[src/rtl/pulse_synth_pkg.sv]
package pulse_synth_pkg;
    localparam int VOL_W  = 4;
    localparam int TIM_W  = 2;
    localparam int PER_W  = 11;
    localparam int SEQ_W  = 3;
    localparam int OFS_W  = 2;
    localparam int BYTE_W = 8;

    localparam logic [OFS_W-1:0] OFS_CTRL   = 2'd0;
    localparam logic [OFS_W-1:0] OFS_PER_LO = 2'd2;
    localparam logic [OFS_W-1:0] OFS_PER_HI = 2'd3;

    typedef enum logic [2:0] {
        BUS_IDLE,
        BUS_WRITE,
        BUS_READ,
        BUS_ACK,
        BUS_HOLD
    } bus_state_e;
endpackage

[src/rtl/synth_bus_fsm.sv]
module synth_bus_fsm
    import pulse_synth_pkg::*;
#(
    parameter int              ADDR_W   = 15,
    parameter int              WIN_LSB  = 3,
    parameter logic [ADDR_W-1:0] REG_BASE = 15'h4020,
    parameter logic [ADDR_W-1:0] MIX_ADDR = 15'h4011
) (
    input  logic              clk,
    input  logic              rst_n,
    input  logic              m2,
    input  logic              rw,
    input  logic              romsel_n,
    input  logic [ADDR_W-1:0] addr,
    output logic              wr_stb,
    output logic              rd_drive,
    output logic              rd_ack
);
    bus_state_e state_q, state_d;

    logic win_hit;
    logic mix_hit;

    assign win_hit = (addr[ADDR_W-1:WIN_LSB] == REG_BASE[ADDR_W-1:WIN_LSB]);
    assign mix_hit = (addr == MIX_ADDR);

    // state register
    always_ff @(posedge clk or negedge rst_n) begin
        if (!rst_n) state_q <= BUS_IDLE;
        else        state_q <= state_d;
    end

    // next state
    always_comb begin
        state_d = state_q;
        unique case (state_q)
            BUS_IDLE: begin
                if (m2) begin
                    if (romsel_n && !rw && win_hit)     state_d = BUS_WRITE;
                    else if (romsel_n && rw && mix_hit) state_d = BUS_READ;
                    else                                state_d = BUS_HOLD;
                end
            end
            BUS_WRITE: state_d = m2 ? BUS_HOLD : BUS_IDLE;
            BUS_READ:  state_d = m2 ? BUS_READ : BUS_ACK;
            BUS_ACK:   state_d = m2 ? BUS_HOLD : BUS_IDLE;
            BUS_HOLD:  state_d = m2 ? BUS_HOLD : BUS_IDLE;
            default:   state_d = BUS_IDLE;
        endcase
    end

    // outputs
    always_comb begin
        wr_stb   = 1'b0;
        rd_drive = 1'b0;
        rd_ack   = 1'b0;
        unique case (state_q)
            BUS_WRITE: wr_stb   = 1'b1;
            BUS_READ:  rd_drive = 1'b1;
            BUS_ACK:   rd_ack   = 1'b1;
            default: ;
        endcase
    end

    // bus is only driven after M2 was seen high
    assert_drive_in_m2_R7: assert property (@(posedge clk) disable iff (!rst_n)
        rd_drive |-> $past(m2));

    // a commit only follows a sampled write with /ROMSEL high
    assert_write_qualified_R10: assert property (@(posedge clk) disable iff (!rst_n)
        wr_stb |-> $past(!rw && romsel_n));
endmodule

[src/rtl/synth_tone_voice.sv]
module synth_tone_voice
    import pulse_synth_pkg::*;
(
    input  logic              clk,
    input  logic              rst_n,
    input  logic              tick,
    input  logic              wr_en,
    input  logic [OFS_W-1:0]  wr_ofs,
    input  logic [BYTE_W-1:0] wr_data,
    output logic [VOL_W-1:0]  level,
    output logic              wave_edge
);
    localparam int HI_W = PER_W - BYTE_W;

    logic [TIM_W-1:0] duty_q;
    logic [VOL_W-1:0] loud_q;
    logic [PER_W-1:0] period_q;
    logic [PER_W-1:0] count_q;
    logic [SEQ_W-1:0] step_q;
    logic             wave_q;
    logic             wave_now;

    // register writes
    always_ff @(posedge clk or negedge rst_n) begin
        if (!rst_n) begin
            duty_q   <= '0;
            loud_q   <= '0;
            period_q <= '0;
        end else if (wr_en) begin
            unique case (wr_ofs)
                OFS_CTRL: begin
                    duty_q <= wr_data[BYTE_W-1 -: TIM_W];
                    loud_q <= wr_data[VOL_W-1:0];
                end
                OFS_PER_LO: period_q[BYTE_W-1:0]     <= wr_data;
                OFS_PER_HI: period_q[PER_W-1:BYTE_W] <= wr_data[HI_W-1:0];
                default: ;
            endcase
        end
    end

    // period divider and step sequencer
    always_ff @(posedge clk or negedge rst_n) begin
        if (!rst_n) begin
            count_q <= '0;
            step_q  <= '0;
        end else if (tick && (period_q != '0)) begin
            if (count_q == '0) begin
                count_q <= period_q;
                step_q  <= step_q + 1'b1;
            end else begin
                count_q <= count_q - 1'b1;
            end
        end
    end

    assign wave_now = (step_q <= SEQ_W'(duty_q));

    always_ff @(posedge clk or negedge rst_n) begin
        if (!rst_n) wave_q <= 1'b1;
        else        wave_q <= wave_now;
    end

    assign wave_edge = wave_now ^ wave_q;
    assign level     = wave_now ? loud_q : '0;

    // a zero period freezes the sequencer
    assert_halt_on_zero_R4: assert property (@(posedge clk) disable iff (!rst_n)
        (period_q == '0) |=> $stable(step_q));
endmodule

[src/rtl/synth_irq_flag.sv]
module synth_irq_flag (
    input  logic clk,
    input  logic rst_n,
    input  logic set_i,
    input  logic ack_i,
    output logic flag_o
);
    always_ff @(posedge clk or negedge rst_n) begin
        if (!rst_n)     flag_o <= 1'b0;
        else if (set_i) flag_o <= 1'b1;
        else if (ack_i) flag_o <= 1'b0;
    end

    // an edge in the acknowledge cycle is kept
    assert_set_beats_ack_R9: assert property (@(posedge clk) disable iff (!rst_n)
        (set_i && ack_i) |=> flag_o);

    // a lone acknowledge releases the line
    assert_ack_clears_R8: assert property (@(posedge clk) disable iff (!rst_n)
        (ack_i && !set_i) |=> !flag_o);
endmodule

[src/rtl/pulse_synth_bus.sv]
module pulse_synth_bus
    import pulse_synth_pkg::*;
#(
    parameter int                NUM_CH   = 2,
    parameter int                ADDR_W   = 15,
    parameter int                DBUS_W   = 7,
    parameter logic [ADDR_W-1:0] REG_BASE = 15'h4020,
    parameter logic [ADDR_W-1:0] MIX_ADDR = 15'h4011
) (
    input  logic              clk,
    input  logic              rst_n,
    input  logic              cpu_m2,
    input  logic              cpu_rw,
    input  logic              cpu_romsel_n,
    input  logic [ADDR_W-1:0] cpu_addr,
    input  logic              cpu_d7,
    input  logic [DBUS_W-1:0] cpu_d_in,
    output logic [DBUS_W-1:0] cpu_d_out,
    output logic              cpu_d_oe,
    output logic              irq_n_oe,
    output logic              irq_n_out
);
    localparam int CH_W    = (NUM_CH > 1) ? $clog2(NUM_CH) : 1;
    localparam int WIN_LSB = OFS_W + CH_W;
    localparam int SUM_W   = VOL_W + CH_W;

    logic              wr_stb;
    logic              rd_drive;
    logic              rd_ack;
    logic              tick_q;
    logic [BYTE_W-1:0] wr_byte;
    logic [VOL_W-1:0]  lvl [NUM_CH];
    logic [NUM_CH-1:0] edges;
    logic [SUM_W-1:0]  mix_sum;
    logic              irq_flag;

    assign wr_byte = {cpu_d7, cpu_d_in};

    synth_bus_fsm #(
        .ADDR_W   (ADDR_W),
        .WIN_LSB  (WIN_LSB),
        .REG_BASE (REG_BASE),
        .MIX_ADDR (MIX_ADDR)
    ) u_fsm (
        .clk      (clk),
        .rst_n    (rst_n),
        .m2       (cpu_m2),
        .rw       (cpu_rw),
        .romsel_n (cpu_romsel_n),
        .addr     (cpu_addr),
        .wr_stb   (wr_stb),
        .rd_drive (rd_drive),
        .rd_ack   (rd_ack)
    );

    // halves the bus clock for the voice dividers
    always_ff @(posedge clk or negedge rst_n) begin
        if (!rst_n) tick_q <= 1'b0;
        else        tick_q <= ~tick_q;
    end

    for (genvar v = 0; v < NUM_CH; v++) begin : g_voice
        logic sel;
        assign sel = wr_stb && (cpu_addr[OFS_W +: CH_W] == CH_W'(v));

        synth_tone_voice u_voice (
            .clk       (clk),
            .rst_n     (rst_n),
            .tick      (tick_q),
            .wr_en     (sel),
            .wr_ofs    (cpu_addr[OFS_W-1:0]),
            .wr_data   (wr_byte),
            .level     (lvl[v]),
            .wave_edge (edges[v])
        );
    end

    always_comb begin
        mix_sum = '0;
        for (int v = 0; v < NUM_CH; v++) mix_sum = mix_sum + SUM_W'(lvl[v]);
    end

    synth_irq_flag u_irq (
        .clk    (clk),
        .rst_n  (rst_n),
        .set_i  (|edges),
        .ack_i  (rd_ack),
        .flag_o (irq_flag)
    );

    assign cpu_d_out = DBUS_W'(mix_sum);
    assign cpu_d_oe  = rd_drive;
    assign irq_n_oe  = irq_flag;
    assign irq_n_out = 1'b0;

    // any waveform edge pulls the line on the next clock
    assert_edge_raises_irq_R6: assert property (@(posedge clk) disable iff (!rst_n)
        (|edges) |=> irq_n_oe);
endmodule

[config.mk]
export PLATFORM = sky130hd
export DESIGN_NAME = pulse_synth_bus
export DESIGN_NICKNAME = d
export VERILOG_FILES = /design/src/rtl/pulse_synth_pkg.sv /design/src/rtl/synth_bus_fsm.sv /design/src/rtl/synth_tone_voice.sv /design/src/rtl/synth_irq_flag.sv /design/src/rtl/pulse_synth_bus.sv
export SDC_FILE = /design/constraint.sdc
export NUM_CORES = 1
export LEC_CHECK = 0
export ABC_AREA = 1
export BUFFER_PORTS_ARGS = -buffer_cell sky130_fd_sc_hd__buf_2
export CELL_PAD_IN_SITES_DETAIL_PLACEMENT = 1
export CELL_PAD_IN_SITES_GLOBAL_PLACEMENT = 2
export CORE_UTILIZATION = 25
export DETAILED_ROUTE_END_ITERATION = 7
export GPL_TIMING_DRIVEN = 0
export PLACE_DENSITY_LB_ADDON = 0.1
export SYNTH_ARGS = -nofsm -noshare
export SYNTH_HDL_FRONTEND = slang
export SYNTH_HIERARCHICAL = 1
export SYNTH_SLANG_ARGS = --single-unit
export TNS_END_PERCENT = 20
[constraint.sdc]
create_clock -name clk -period 5.6 [get_ports clk]
set_input_delay 0.84 -clock clk [delete_from_list [all_inputs] [get_ports clk]]
set_output_delay 0.84 -clock clk [all_outputs]
set_load 0.005 [all_outputs]
==> results.md, run 1 <==
* Arr. time, crit path at 2520 ps
* Worst Hold Class: in2async
* First-pass GRT wire length at 20300 um
* Synthesized area per cell at 7.23 um2
* Power per cell area at 451 nW/um2
* Clock Sinks at 69
* Crit. End Element: output pin
* Via count at 3809
* GRT Util Overall at 14.7%
* # DRC at 0
* Max_cap viols at 0
* DIE AREA at 17800 um2
* Vias in the first global route at 3948
* Total power at 2.31 mW
* Slowest cell on crit path: dfrtp_1
* Rel. slew slack at 55.4%
* TritonCTS buffer count at 9
* Reg-to-reg critical path endpoint: g_voice[0].u_voice/period_q[3]
* Clk_skew at 11.2 ps
* Lkg Pwr at 2.66 nW
* Area post-placement at 4790 um2
* Fin cells at 869
* Iter 0 DRT Violations at 91
* Final ANT Viol Nets at 0
* Core area at 16700 um2
* Hold Violations, Final at 0
* Worst Tran Pin Value at 668 ps
* Final setup violation count at 0
* Cell Area, Synth at 4310 um2
* Slowest cell delay on critical path at 400 ps
* RSZ-0062 raised after global routing: no
* Pre-Repair DR Iteration Count at 4
* Largest fanout on the critical path at 6
* Clk Latency, worst-skew pair at 340 ps
* Gpl congestion at 0.775
* Mapped Cells at 596
* Peak VDD IR at 0.146 mV
* Flops & latches, synth at 69
* Root buf cell: clkbuf_16
* Sequential area share after synthesis at 40.1%
* Max-slew violation count at 0
* Inst Count DP at 853
* Critical setup path kind: reg2out
* Port bufs at 34
* Worst-path cell chain: ha_1 -> inv_1 -> o21bai_1 -> a21o_1 -> nor2_1 -> ha_1 -> inv_1 -> fa_1 -> o21ai_0 -> buf_2
* Startpoint types: register
* Commonest non-fill, non-tap cell in the layout: nand2_1
* Most frequent cells in the layout: nand2_1, inv_1, dfrtp_1, nor2_1, nand3_1
* CTS tree: done
* Pin count of the biggest net entering global routing at 55
* Post-cts resize count at 0
* Yosys Warn Count at 6
* Fin crit share at 59.9%
* Initial antenna violation count at 0
* Final Worst Setup Slack at 2240 ps
* Vias per inst at 4.38
* Reg2reg path depth at 7
* Clock Tree Buf Depth at 2
* Launch point of the worst reg-to-reg path: u_fsm/state_q[2]
* Final net count at 687
* Ant diodes at 0
* Register area at 1730 um2
* Outcome: completed
* Netlist cell types at 33
* Layout cells sized above 1 at 16.0%
* Post-CTS setup buffers at 0
* DP HPWL at 9280 um
* Chip width at 133 um
* Ports at 38
* Area of the multi-input gates at 2180 um2
* Worst slack, placed at 2550 ps
* Critical path required time at 4760 ps
* Post-Layout Inst Area at 5120 um2
* Row count at 47
* Setup TNS Final at 0 ps
* Die H at 133 um
* Max Clk Rate at 0.298 GHz
* Fin crit period at 3360 ps
* Initial Util at 25.8%
* GR Overflow Total at 0
* H-tree depth at 3
* Routed wire length at 12000 um
* Drt wl/cell at 13.8 um
* CTS Hold Bufs at 0
* Fillers at 2089
* Layout area overhead at 18.7%
* Hold Slack at 369 ps
* Finished Core Util at 30.6%
* Clock-pin slew on the worst setup and hold paths at 60 ps
* R2r setup slk at 3720 ps
cell type report:
class	count	share of cell area (%)
Multi-Input combinational cell	428	42.7
Clock buffer	10	4.48
Clock inverter	6	1.86
Buffer	9	1.17
Sequential cell	69	33.8
Timing Repair Buffer	35	3.91
Tap cell	220	5.38
Inverter	92	6.75
state kept, by name, summed over array words and instances (netlist names):
signal and count:
g_voice.u_voice/period_q 22, g_voice.u_voice/count_q 22, u_fsm/state_q 3, g_voice.u_voice/loud_q 8, u_irq/flag_o 1, g_voice.u_voice/wave_q 2
g_voice.u_voice/duty_q 4, g_voice.u_voice/step_q 6, tick_q 1
logic make-up (layout without fill, tap and decap cells):
group           Yosys count  count (layout)  synth area share, %
compound gates           49              49                 6.18
xor+xnor                  9               9                 1.83
fa+ha+maj                15              15                 4.53
buf+inv                 101             152                 9.41
flops                    69              69                 40.1
mux                       4               4                 1.05
other cells               1               3               0.0870
simple gates            348             348                 36.8
metal layers:
layer  wire length [um]  vias to the layer above  GRT usage (%)
met5                  0                        -              0
met2               5210                       43           22.5
li1                   -                     1951              -
met4                178                        0           5.87
met1               6310                     1804           20.5
met3                255                       11           2.25
cells in the mapped netlist:
cell | number | area [um2]
o21bai_1 | 2 | 15.0
nand3_1 | 43 | 215
nand3_2 | 2 | 20.0
nor3_1 | 12 | 60.1
xor2_1 | 4 | 35.0
fa_1 | 1 | 20.0
nor2_4 | 8 | 90.1
conb_1 | 1 | 3.75
dfrtp_1 | 67 | 1680
a21boi_1 | 2 | 15.0
nor2_2 | 10 | 62.6
o21ai_1 | 2 | 10.0
inv_1 | 86 | 323
nand4_1 | 6 | 37.5
xnor2_1 | 5 | 43.8
mux2_2 | 4 | 45.0
inv_2 | 6 | 22.5
ha_1 | 14 | 175
buf_4 | 3 | 22.5
nor2_1 | 58 | 218
clkbuf_1 | 4 | 15.0
or2_2 | 1 | 6.26
dfstp_2 | 2 | 52.6
o21ai_0 | 37 | 185
nand2_2 | 11 | 68.8
nor3_4 | 2 | 32.5
o21bai_2 | 1 | 11.3
a21o_1 | 2 | 15.0
buf_6 | 2 | 22.5
a21oi_1 | 3 | 15.0
nand3b_1 | 4 | 30.0
nand2_1 | 189 | 709
nand3_4 | 2 | 35.0
worst max-delay path: cells and delay by family, from the launching register on:
family          cells  cell delay, ps
simple gates        1             130
compound gates      3             490
flops               1             400
buf+inv             3             260
fa+ha+maj           3             880
report_power, final:
group | internal, mW | leakage (nW) | switching (mW)
combinational | 0.331 | 1.59 | 0.598
sequential | 0.609 | 0.907 | 0.133
clock | 0.395 | 0.158 | 0.242
worst max-delay path by stage:
stage                            startpoint           end  slack [ps]  depth (start not counted)
4_1_cts        g_voice[1].u_voice/step_q[1]  cpu_d_out[4]        2170                         10
5_1_grt        g_voice[1].u_voice/step_q[1]  cpu_d_out[4]        2030                         10
2_1_floorplan  g_voice[1].u_voice/step_q[1]  cpu_d_out[4]        2880                          9
3_3_place_gp   g_voice[1].u_voice/step_q[1]  cpu_d_out[4]        2600                         10
3_5_place_dp   g_voice[0].u_voice/step_q[1]  cpu_d_out[4]        2550                         10
6_report       g_voice[1].u_voice/step_q[1]  cpu_d_out[4]        2240                         10
(Power assumes the default switching activity.)
==> run 2, diff against run 1 <==
--- a/config.mk
+++ b/config.mk
@@ -5,7 +5,7 @@
 export SDC_FILE = /design/constraint.sdc
 export NUM_CORES = 1
 export LEC_CHECK = 0
-export ABC_AREA = 1
+export ABC_AREA = 0
 export BUFFER_PORTS_ARGS = -buffer_cell sky130_fd_sc_hd__buf_2
 export CELL_PAD_IN_SITES_DETAIL_PLACEMENT = 1
 export CELL_PAD_IN_SITES_GLOBAL_PLACEMENT = 2
==> constraint.sdc (replaced) <==
create_clock -name clk -period 3.5 [get_ports clk]
set_input_delay 0.525 -clock clk [delete_from_list [all_inputs] [get_ports clk]]
set_output_delay 0.525 -clock clk [all_outputs]
set_load 0.005 [all_outputs]
==> run 2 against run 1 <==
Global-route usage decreased by 1.2 points; critical path depth increased by 1; largest cell class unchanged; count of clock-buffer cells in the layout unchanged; final cell count decreased by 34%; routed wire length decreased by 18%; clock power increased by 81%.
==> results.md, run 2 <==
* Peak VDD IR at 0.167 mV
* Drt wl/cell at 16.9 um
* Clk_skew at 7.56 ps
* Area post-placement at 4260 um2
* Met1 WL at 5110 um
* Startpoint types: register
* Ports at 38
* Synthesized area per cell at 11.3 um2
* Crit. End Element: output pin
* R2r setup slk at 1520 ps
* Final net count at 431
* Launch point of the worst reg-to-reg path: u_fsm/state_q[1]
* Most frequent cells in the layout: dfrtp_1, buf_2, mux2_2, o21ai_0, inv_1
* Clock Sinks at 69
* Synth top area share at 43.8%
* Worst Tran Pin Value at 562 ps
* Area leader, netlist: dfrtp_1
* RSZ-0062 raised after global routing: no
* GR Overflow Total at 0
* Hold Violations, Final at 0
* Fraction of registers with async set/reset at 100%
* Initial Util at 25.9%
* Max_cap viols at 0
* Top post-synthesis cells by area: dfrtp_1, mux2_2, ha_1
* Row count at 44
* Fin crit period at 3200 ps
* Fin crit share at 91.5%
* Flops & latches, synth at 69
* Clock-pin slew on the worst setup and hold paths at 60 ps
* Rel. slew slack at 62.2%
* Commonest cells in the netlist: dfrtp_1, mux2_2, o21ai_0
* CTS tree: done
* Pin count of the biggest net entering global routing at 48
* GRT Util Overall at 13.5%
* Biggest regs: g_voice.u_voice/count_q x22, g_voice.u_voice/period_q x22, g_voice.u_voice/loud_q x8
* Clk pwr share at 38.1%
* Die H at 126 um
* TritonCTS buffer count at 9
* Pre-Repair DR Iteration Count at 3
* EDFF count, synth at 0
* Final ANT Viol Nets at 0
* Iter 0 DRT Violations at 45
* CTS Hold Bufs at 0
* # DRC at 0
* Register share of total power at 39.4%
* Vias in the first global route at 2930
* Power per cell area at 649 nW/um2
* Clock Tree Buf Depth at 2
* Vias per inst at 4.83
* H-tree depth at 3
* Worst Hold Class: in2async
* Port bufs at 34
* Max-slew violation count at 0
* First-pass GRT wire length at 16400 um
* Outcome: completed
* Highest routed layer: met4
* Layout area overhead at 21.4%
* Reg2reg path depth at 4
* Gpl congestion at 0.682
* Setup TNS Final at 0 ps
* Arr. time, crit path at 2680 ps
* DP HPWL at 7250 um
* Ys flop type: dfrtp_1
* Sequential area share after synthesis at 45.2%
* Logic pwr share at 22.5%
* Switching Fraction at 31.9%
* Cell Area, Synth at 3830 um2
* Top-count cell post-synth: dfrtp_1
* Routed wire length at 9760 um
* DIE AREA at 15800 um2
* Lkg Pwr at 2.16 nW
* Via count at 2788
* WL met2 at 4250 um
* Max Clk Rate at 0.312 GHz
* Yosys Warn Count at 6
* Initial antenna violation count at 0
* Clk Latency, worst-skew pair at 330 ps
* Post-Layout Inst Area at 4640 um2
* Fillers at 1659
* Pint at 2.05 mW
* Reg-to-reg critical path endpoint: g_voice[0].u_voice/loud_q[2]
* Commonest non-fill, non-tap cell in the layout: dfrtp_1
* Psw at 0.960 mW
* Core area at 14800 um2
* Critical path required time at 2970 ps
* Post-CTS setup buffers at 0
* Root buf cell: clkbuf_16
* Critical setup path kind: reg2out
* Final setup violation count at 0
* Chip width at 126 um
* DR WL met3 at 246 um
* Ant diodes at 0
* Netlist cell types at 54
* Largest fanout on the critical path at 6
* Layout cells sized above 1 at 30.8%
* Mapped Cells at 340
-- run 2: routing by layer --
layer | global-route usage, % | up-vias
li1 | - | 1340
met1 | 18.8 | 1393
met2 | 20.6 | 45
met3 | 2.38 | 10
met4 | 5.81 | 0
met5 | 0 | -
-- run 2: how the worst max path moves through the flow --
stage	end	cells past startpoint	start	slack, ps
floorplan	cpu_d_out[4]	10	g_voice[1].u_voice/step_q[1]	900
global placement	cpu_d_out[4]	11	g_voice[0].u_voice/step_q[1]	470
detailed placement	cpu_d_out[4]	11	g_voice[1].u_voice/step_q[1]	440
CTS	cpu_d_out[4]	11	g_voice[1].u_voice/step_q[1]	50
global route	cpu_d_out[4]	11	g_voice[0].u_voice/step_q[1]	60
finish	cpu_d_out[4]	11	g_voice[1].u_voice/step_q[1]	300
-- run 2: through the flow --
step	power [mW]	utilization (%)	instances	hold slack, ps	setup WS, ps
2_1_floorplan	1.65	-	342	229	899
3_3_place_gp	1.87	28.7	560	473	465
3_5_place_dp	1.88	28.9	561	461	437
4_1_cts	3.06	31.4	577	96.9	50.9
5_1_grt	3.20	31.5	577	113	59.7
6_report	3.01	31.5	577	99.5	298
-- run 2: cell type report --
class                   instances  area [um2]  area share (%)
plain buffers                   9        70.1            1.51
well taps                     184         230            4.96
clock buffers                  10         239            5.15
flip-flops and latches         69        1730            37.2
repair buffers                 35         200            4.31
multi-input cells             242        1960            42.2
clock inverters                 6         134            2.88
inverters                      22        82.6            1.78
-- run 2: cells by family after synthesis --
logic type               after synthesis  synth area share, %
adder cells (fa/ha/maj)               15                 5.10
flip-flops                            69                 45.2
multiplexers                          39                 11.3
XOR/XNOR                               8                 1.83
AND/OR/NAND/NOR                       99                 17.2
other                                  1               0.0980
AO/OA/AOI/OAI                         78                 15.3
buffers and inverters                 31                 3.99
-- run 2: worst max-delay path, cell delays in order, from the launching register on --
cell and delay, ps:
dfrtp_1 400, ha_1 300, a21o_1 170, a21oi_2 280
and2_1 180, ha_1 180, inv_1 60, fa_1 400
nor2b_1 120, o21ai_0 80, nand2b_1 70, buf_2 110
-- run 2: what timing repair did --
| action | in CTS | in global routing |
|---|---|---|
| endpoints found under the setup margin | 0 | 1 |
| hold endpoints to repair | 0 | 0 |
| gates resized for setup | 0 | 2 |
-- run 2: power groups by stage --
| stage | logic (mW) | registers [mW] | clock network (mW) |
|---|---|---|---|
| finish | 0.679 | 1.19 | 1.15 |
| global route | 0.785 | 1.22 | 1.20 |
| CTS | 0.687 | 1.19 | 1.18 |
| detailed placement | 0.684 | 1.20 | 0 |
| global placement | 0.669 | 1.20 | 0 |
| floorplan | 0.514 | 1.14 | 0 |
